$ cat src/rtl/aux_hub_pkg.sv
package aux_hub_pkg;

    // Register offsets inside the window (byte addresses)
    localparam int unsigned PEND_OFS = 'h00;
    localparam int unsigned EN_OFS   = 'h04;

    // Which part of the window a request falls in
    typedef enum logic [1:0] {
        RGN_PEND = 2'd0,
        RGN_EN   = 2'd1,
        RGN_SUB  = 2'd2,
        RGN_NONE = 2'd3
    } region_e;

endpackage

$ cat src/rtl/aux_hub_decode.sv
module aux_hub_decode
    import aux_hub_pkg::*;
#(
    parameter int ADDR_W   = 8,
    parameter int SUB_BASE = 'h40
) (
    input  logic [ADDR_W-1:0] addr,
    output region_e           region,
    output logic [ADDR_W-1:0] sub_ofs
);
    localparam logic [ADDR_W-1:0] BASE_A = ADDR_W'(SUB_BASE);
    localparam logic [ADDR_W-1:0] PEND_A = ADDR_W'(PEND_OFS);
    localparam logic [ADDR_W-1:0] EN_A   = ADDR_W'(EN_OFS);

    always_comb begin
        if (addr >= BASE_A) begin
            region = RGN_SUB;
        end else if (addr == PEND_A) begin
            region = RGN_PEND;
        end else if (addr == EN_A) begin
            region = RGN_EN;
        end else begin
            region = RGN_NONE;
        end
        sub_ofs = addr - BASE_A;
    end
endmodule

$ cat src/rtl/aux_hub_irq.sv
module aux_hub_irq #(
    parameter int NUM_SRC = 3
) (
    input  logic               clk,
    input  logic               rst_n,
    input  logic [NUM_SRC-1:0] src,
    input  logic [NUM_SRC-1:0] en_next,
    output logic [NUM_SRC-1:0] pend_q,
    output logic               irq_q
);
    typedef struct packed {
        logic [NUM_SRC-1:0] pend;
        logic               irq;
    } irq_st_t;

    irq_st_t st_d, st_q;

    // Pending bits follow the line levels; the combined line is formed
    // from the values the registers will hold after this edge.
    always_comb begin
        st_d      = st_q;
        st_d.pend = src;
        st_d.irq  = |(src & en_next);
    end

    always_ff @(posedge clk or negedge rst_n) begin
        if (!rst_n) begin
            st_q <= '0;
        end else begin
            st_q <= st_d;
        end
    end

    assign pend_q = st_q.pend;
    assign irq_q  = st_q.irq;
endmodule

$ cat src/rtl/aux_hub_regs.sv
module aux_hub_regs
    import aux_hub_pkg::*;
#(
    parameter int NUM_SRC  = 3,
    parameter int DATA_W   = 32,
    parameter int UART_BIT = 0
) (
    input  logic               clk,
    input  logic               rst_n,
    input  logic               req_valid,
    input  logic               req_write,
    input  logic [DATA_W-1:0]  req_wdata,
    input  region_e            region,
    input  logic [NUM_SRC-1:0] pend,
    input  logic [DATA_W-1:0]  sub_rdata,
    output logic [NUM_SRC-1:0] en_q,
    output logic [NUM_SRC-1:0] en_d,
    output logic               rsp_valid,
    output logic [DATA_W-1:0]  rsp_rdata
);
    localparam logic [DATA_W-1:0] EN_MAX = DATA_W'(1);

    typedef struct packed {
        logic [NUM_SRC-1:0] en;
        logic               rvalid;
        logic [DATA_W-1:0]  rdata;
    } reg_st_t;

    reg_st_t st_d, st_q;
    logic    wr_en_ok;
    logic    win_open;

    assign win_open = st_q.en[UART_BIT];
    assign wr_en_ok = req_valid && req_write && (region == RGN_EN)
                      && (req_wdata <= EN_MAX);

    always_comb begin
        st_d        = st_q;
        st_d.rvalid = req_valid && !req_write;
        st_d.rdata  = '0;
        if (req_valid && !req_write) begin
            unique case (region)
                RGN_PEND: st_d.rdata = DATA_W'(pend);
                RGN_EN:   st_d.rdata = DATA_W'(st_q.en);
                RGN_SUB:  st_d.rdata = win_open ? sub_rdata : '0;
                default:  st_d.rdata = '0;
            endcase
        end
        if (wr_en_ok) begin
            st_d.en = req_wdata[NUM_SRC-1:0];
        end
    end

    always_ff @(posedge clk or negedge rst_n) begin
        if (!rst_n) begin
            st_q <= '0;
        end else begin
            st_q <= st_d;
        end
    end

    assign en_q      = st_q.en;
    assign en_d      = st_d.en;
    assign rsp_valid = st_q.rvalid;
    assign rsp_rdata = st_q.rdata;
endmodule

$ cat src/rtl/aux_irq_hub.sv
module aux_irq_hub
    import aux_hub_pkg::*;
#(
    parameter int NUM_SRC  = 3,
    parameter int ADDR_W   = 8,
    parameter int DATA_W   = 32,
    parameter int SUB_BASE = 'h40
) (
    input  logic               clk,
    input  logic               rst_n,
    input  logic [NUM_SRC-1:0] irq_src,
    input  logic               req_valid,
    input  logic               req_write,
    input  logic [ADDR_W-1:0]  req_addr,
    input  logic [DATA_W-1:0]  req_wdata,
    output logic               rsp_valid,
    output logic [DATA_W-1:0]  rsp_rdata,
    output logic               sub_valid,
    output logic               sub_write,
    output logic [ADDR_W-1:0]  sub_addr,
    output logic [DATA_W-1:0]  sub_wdata,
    input  logic [DATA_W-1:0]  sub_rdata,
    output logic               uart_en,
    output logic               irq_out
);
    localparam int UART_BIT = 0;

    region_e            region;
    logic [ADDR_W-1:0]  sub_ofs;
    logic [NUM_SRC-1:0] pend_q;
    logic [NUM_SRC-1:0] en_q;
    logic [NUM_SRC-1:0] en_d;

    aux_hub_decode #(
        .ADDR_W   (ADDR_W),
        .SUB_BASE (SUB_BASE)
    ) u_dec (
        .addr    (req_addr),
        .region  (region),
        .sub_ofs (sub_ofs)
    );

    aux_hub_regs #(
        .NUM_SRC  (NUM_SRC),
        .DATA_W   (DATA_W),
        .UART_BIT (UART_BIT)
    ) u_regs (
        .clk       (clk),
        .rst_n     (rst_n),
        .req_valid (req_valid),
        .req_write (req_write),
        .req_wdata (req_wdata),
        .region    (region),
        .pend      (pend_q),
        .sub_rdata (sub_rdata),
        .en_q      (en_q),
        .en_d      (en_d),
        .rsp_valid (rsp_valid),
        .rsp_rdata (rsp_rdata)
    );

    aux_hub_irq #(
        .NUM_SRC (NUM_SRC)
    ) u_irq (
        .clk     (clk),
        .rst_n   (rst_n),
        .src     (irq_src),
        .en_next (en_d),
        .pend_q  (pend_q),
        .irq_q   (irq_out)
    );

    assign uart_en   = en_q[UART_BIT];
    assign sub_valid = req_valid && (region == RGN_SUB) && uart_en;
    assign sub_write = req_write;
    assign sub_addr  = sub_ofs;
    assign sub_wdata = req_wdata;
endmodule

$ cat config.mk
export PLATFORM = sky130hd
export DESIGN_NAME = aux_irq_hub
export DESIGN_NICKNAME = d
export VERILOG_FILES = /design/src/rtl/aux_hub_pkg.sv /design/src/rtl/aux_hub_decode.sv /design/src/rtl/aux_hub_irq.sv /design/src/rtl/aux_hub_regs.sv /design/src/rtl/aux_irq_hub.sv
export SDC_FILE = /design/constraint.sdc
export NUM_CORES = 1
export LEC_CHECK = 0
export BUFFER_PORTS_ARGS = -buffer_cell sky130_fd_sc_hd__clkbuf_2
export CORE_ASPECT_RATIO = 0.8
export CORE_MARGIN = 2
export CORE_UTILIZATION = 34
export DETAILED_ROUTE_END_ITERATION = 10
export PLACE_DENSITY_LB_ADDON = 0.08
export SYNTH_ARGS = -nofsm -noshare
export SYNTH_HDL_FRONTEND = slang
export SYNTH_SLANG_ARGS = --single-unit
$ cat constraint.sdc
create_clock -name clk -period 1.3 [get_ports clk]
set_clock_uncertainty 0.05 [all_clocks]
set_input_delay 0.26 -clock clk [delete_from_list [all_inputs] [get_ports clk]]
set_output_delay 0.26 -clock clk [all_outputs]
set_load 0.1 [all_outputs]
Word-level counts from Yosys, hierarchy flattened:

Cells that the tools add are included.

* word-level logic and storage cells: 29
* flip-flop bits (word level): 40
* output and inout bits: 77
* bits of input ports: 79

* multiplexer cells: 7
* order comparisons: 2
* add/sub/neg operators: 1
* bitwise operators: 1
* reductions and logical operators: 10
* equality and inequality tests: 3

Operators with widths (number)
* $pmux 32 s3: 1
* $mux 32: 2
* $le 32x1->1 const B: 1
* $eq 8x3->1 const B: 1
* $ge 8x7->1 const B: 1
* $logic_not 8->1: 1
* $sub 8x7->8 const B: 1
* $logic_and 1x1->1: 6
* $mux 2: 3
* $and 3x3->3: 1
* $mux 3: 1
* $reduce_or 3->1: 1
* $eq 2x1->1 const B: 1
* $eq 2x2->1 const B: 1
* $logic_not 2->1: 1
* $logic_not 1->1: 1

Depth between registers and ports, before layout:

* depth after elaboration: 10
* depth in mapped cells: 7
* depth with buffers taken out: 6

Hierarchy:

A second synthesis with hierarchy kept.

* cells, all modules: 159
* area, all modules: 1800.5 um^2

Modules (own cells, without submodules)
* aux_hub_regs: area an instance 1327.5 um^2, cells an instance 103, sequential area each 900.9 um^2, times used 1
* aux_irq_hub: area an instance 257.7 um^2, cells an instance 34, sequential area each 0.0 um^2, times used 1
* aux_hub_irq: area an instance 113.9 um^2, cells an instance 6, sequential area each 100.1 um^2, times used 1
* aux_hub_decode: area an instance 101.3 um^2, cells an instance 16, sequential area each 0.0 um^2, times used 1

Least setup slack after synthesis:

Ideal clock, no wire load.

* kind: input -> register
* start: in req_addr[6]
* end: reg u_regs.st_q (netlist bit u_regs.en_q[0])
* data required time: 1124 ps
* setup slack: -1863 ps
* stages: 6
* path buffers: 0
* data arrival time: 2988 ps
* library setup time: 126 ps
* path through: inv_1 ha_1 or4b_4 or4b_4 or4_4 mux2_4

* cells in the longest elaborated chain, start to end: 8
* elaborated cells on any way between the ends: 10

Ends and longest elaborated chain
* from (decl): RTL line aux_irq_hub.sv:14 `input logic [ADDR_W-1:0] req_addr,`
* parallel branches: the longest is 3 deep, another holds $ge 8x7->1
* $mux 2 (*): RTL line aux_hub_decode.sv:16 `if (addr >= BASE_A) begin`
* $eq 2x1->1 (*): RTL line aux_hub_regs.sv:34 `assign wr_en_ok = req_valid && req_write && (region == RGN_EN)`
* $logic_and 1x1->1 (*): RTL line aux_hub_regs.sv:34
* $logic_and 1x1->1 (*): RTL line aux_hub_regs.sv:35 `&& (req_wdata <= EN_MAX);`
* $mux 3 (*): RTL line aux_hub_regs.sv:49 `if (wr_en_ok) begin`
* via en_d[0]: RTL line aux_irq_hub.sv:32 `logic [NUM_SRC-1:0] en_d;`
* to (signal assigned): RTL line aux_hub_regs.sv:58 `st_q <= st_d;`
* to (decl): RTL line aux_hub_regs.sv:29 `reg_st_t st_d, st_q;`

Mark *: on every way through the listed nets, which the timed path passes.

Worst setup path in the final report:

Ends and elaborated chain as after synthesis.

==> results.json <==
{
  "status": "complete, but fails checks",
  "violations": "setup timing",
  "dp_hpwl_um": 4540,
  "die_area_mm2": 0.00593,
  "grt-ovfl-total": 0,
  "mostFrequentLayoutCells": "buf_12 (78), clkbuf_2 (77), buf_4 (43), dfrtp_1 (40), and2_1 (19)",
  "crit_buf_inv": 2,
  "use_met3_pct": 6.43,
  "switching_power_w": 0.00113,
  "totalWireLength_um": 6210,
  "syn_nets": 236,
  "ys_warn_count": 0,
  "vias": 1782,
  "initial_utilization_pct": 35.7,
  "synth.distinct_cells": 28,
  "critical_path.max_stage_delay_ns": 0.52,
  "grt_pass1_wl_um": 9380,
  "synth_top_area_share_pct": 55.3,
  "grt_max_degree": 41,
  "layout_commonest_cell": "buf_12",
  "regToRegEndpoint": "u_regs.rsp_rdata[3]$_DFF_PN0_",
  "synth-seq-area-share_pct": 55.3,
  "swShare_pct": 32.2,
  "clock_path_buffers": 2,
  "die_h_um": 69.3,
  "nFillCells": 246,
  "layout.nets": 413,
  "power_w": 0.00350,
  "area_growth_syn_to_layout_pct": 138,
  "insertion_delay_ns": 0.28,
  "min_period_ns": 2.22,
  "core_region_area_mm2": 0.00506,
  "antenna_found_initial": 0,
  "ff2ff_path_depth": 6,
  "fin_setup_tns_ns": -9.24,
  "holdCritStartpoint": "irq_src[1]",
  "drt_first_iter_violations": 101,
  "layoutNonFillerInstCount": 396,
  "p_seq_share_pct": 35.7,
  "period_share_pct": 171,
  "crit_chain": "buf_6 > clkinvlp_4 > ha_4 > or4b_4 > or4b_4 > or4_4 > mux2_4",
  "tritoncts": "yes",
  "pwr-share-clk_pct": 31.3,
  "synth_area_mm2": 0.00181,
  "cts_made_buffers": 5,
  "slew_violations": 0,
  "startpoint_type": "input pin",
  "io_buffers": 155,
  "fmax_ghz": 0.451,
  "finalHoldViolations": 0,
  "hold_path_end": "u_irq.pend_q[1]$_DFF_PN0_",
  "design_area_mm2": 0.00430,
  "grt_pass1_vias": 1854,
  "firstDrtPassIters": 4,
  "drive_above_1_share_pct": 75.4,
  "timing.reg2reg.setup_slack_ns": -0.17,
  "cp_top_family": "simple AND/OR/NAND/NOR gates",
  "die_w_um": 85.6,
  "detail_route.wl_per_cell_um": 15.7,
  "synth_edf_count": 0,
  "num_antenna_cells": 0,
  "async_reset_ff_share_pct": 100,
  "ys.flop_type": "dfrtp_1",
  "grt_use_met2_pct": 37.6,
  "rsz0062_at_grt": "yes",
  "slew_headroom_pct": 78.9,
  "drc_errors": 0,
  "arrival_ns": 2.34,
  "dpl.cell_count": 374,
  "worst_pin_slew_ns": 0.312,
  "p_comb_share_pct": 33.0,
  "grt_use_met1_pct": 22.5,
  "synth_area_leaders": "dfrtp_1 (55%), buf_4 (16%), and2_1 (11%)",
  "clk_pin_slew_worst_paths_ns": 0.08,
  "fin_ws_ns": -0.917,
  "crit_fanout": 3,
  "p_per_area_mw_per_mm2": 814,
  "hp-class": "in2reg",
  "cts.sinks": 40,
  "crit_path_end_kind": "register",
  "syn_inst": 156,
  "antenna_left": 0,
  "peakVddDrop_uv": 794,
  "criticalPathCategory": "in2reg",
  "grt.busiest_layer": "met2",
  "slowest_stage": "or4_4",
  "routed_via_density": 4.50,
  "setup_violations": 38,
  "h-tree-depth": 2,
  "worstPathRequired_ns": 1.42,
  "whs_path_depth": 1,
  "internal_power_w": 0.00237,
  "io_pins": 156,
  "fp-row-count": 23,
  "yosysTopAreaCell": "dfrtp_1",
  "synth-seq-cells": 40,
  "cts_root_buf": "clkbuf_8",
  "post_dp_cell_area_mm2": 0.00389,
  "leakage_nw": 2.14,
  "critPathMostFrequentCell": "or4b_4",
  "cap_violations": 0,
  "grt.total_usage_pct": 20.3,
  "r2r-start": "u_regs.en_q[0]$_DFF_PN0_",
  "place_congestion": 0.809,
  "avgSynthCellArea_um2": 11.6
}
[cell usage after synthesis, drive strengths merged (2+ instances only)]
library cell   n
or4b           2
nand2          2
dfrtp         40
buf           39
nor3           2
a22oi          2
clkbuf         3
nand2b         2
inv            5
and2          33
nor2           3
o41ai          2
mux2           3
nor4           6
[metal layers]
layer	wire length, µm	share of wire (%)
met1	2060	33
met2	3570	57
met3	469	7.5
met4	118	1.9
met5	0	0
[cell type report]
class	instances	area, µm²	share of cell area (%)
well taps	62	77.6	1.80
flip-flops and latches	40	1000	23.3
multi-input cells	69	594	13.8
repair buffers	212	2480	57.6
inverters	5	26.3	0.611
clock inverters	1	30.0	0.698
clock buffers	7	96.3	2.24
[per-stage QoR]
stage               worst slack (ns)  hold slack, ns  utilization, %
finish                        -0.917          0.0542            84.9
global route                  -0.936          0.0417            84.9
CTS                           -0.895          0.0455            82.7
detailed placement             -1.21           0.208            76.9
global placement               -1.19           0.196            76.9
floorplan                      -1.43         -0.0856               -
[cells by family after synthesis]
family | share of synthesized area, %
multiplexers | 2.07
AO/OA/AOI/OAI | 3.73
AND/OR/NAND/NOR | 20.4
adder cells (fa/ha/maj) | 0.691
buffers and inverters | 17.8
flip-flops | 55.3
[power groups by stage]
stage	Clock [W]	Combinational (W)	Sequential, W
after floorplan	0	0.000636	0.00129
after global placement	0	0.00113	0.00128
after detailed placement	0	0.00114	0.00128
after CTS	0.00111	0.00115	0.00125
after global routing	0.00118	0.00119	0.00125
final	0.00110	0.00115	0.00125
[worst max-delay path by stage]
stage | cells past startpoint | endpoint | from
2_1_floorplan | 6 | u_regs.en_q[0]$_DFF_PN0_ | req_addr[6]
3_3_place_gp | 7 | u_regs.en_q[0]$_DFF_PN0_ | req_addr[7]
3_5_place_dp | 7 | u_regs.en_q[0]$_DFF_PN0_ | req_addr[6]
4_1_cts | 7 | u_regs.en_q[0]$_DFF_PN0_ | req_addr[6]
6_report | 7 | u_regs.en_q[0]$_DFF_PN0_ | req_addr[6]
5_1_grt | 7 | u_regs.en_q[0]$_DFF_PN0_ | req_addr[6]
[state kept, by name, indices dropped and copies added, names as in the netlist]
register,count
u_regs.en_q,3
u_regs.rsp_rdata,32
u_irq.pend_q,3
u_irq.irq_q,1
u_regs.rsp_valid,1
[timing repair]
action / 4_1_cts / 5_1_grt
gates resized for setup: 15 / 23
setup endpoints to repair: 33 / 39
hold endpoints to repair: 40 / 0
setup buffers: 8 / 7
pin swaps: 7 / 8
cloned: 2 / 1
hold buffers: 1 / 0
No activity file was read; power rests on OpenSTA's default activity.
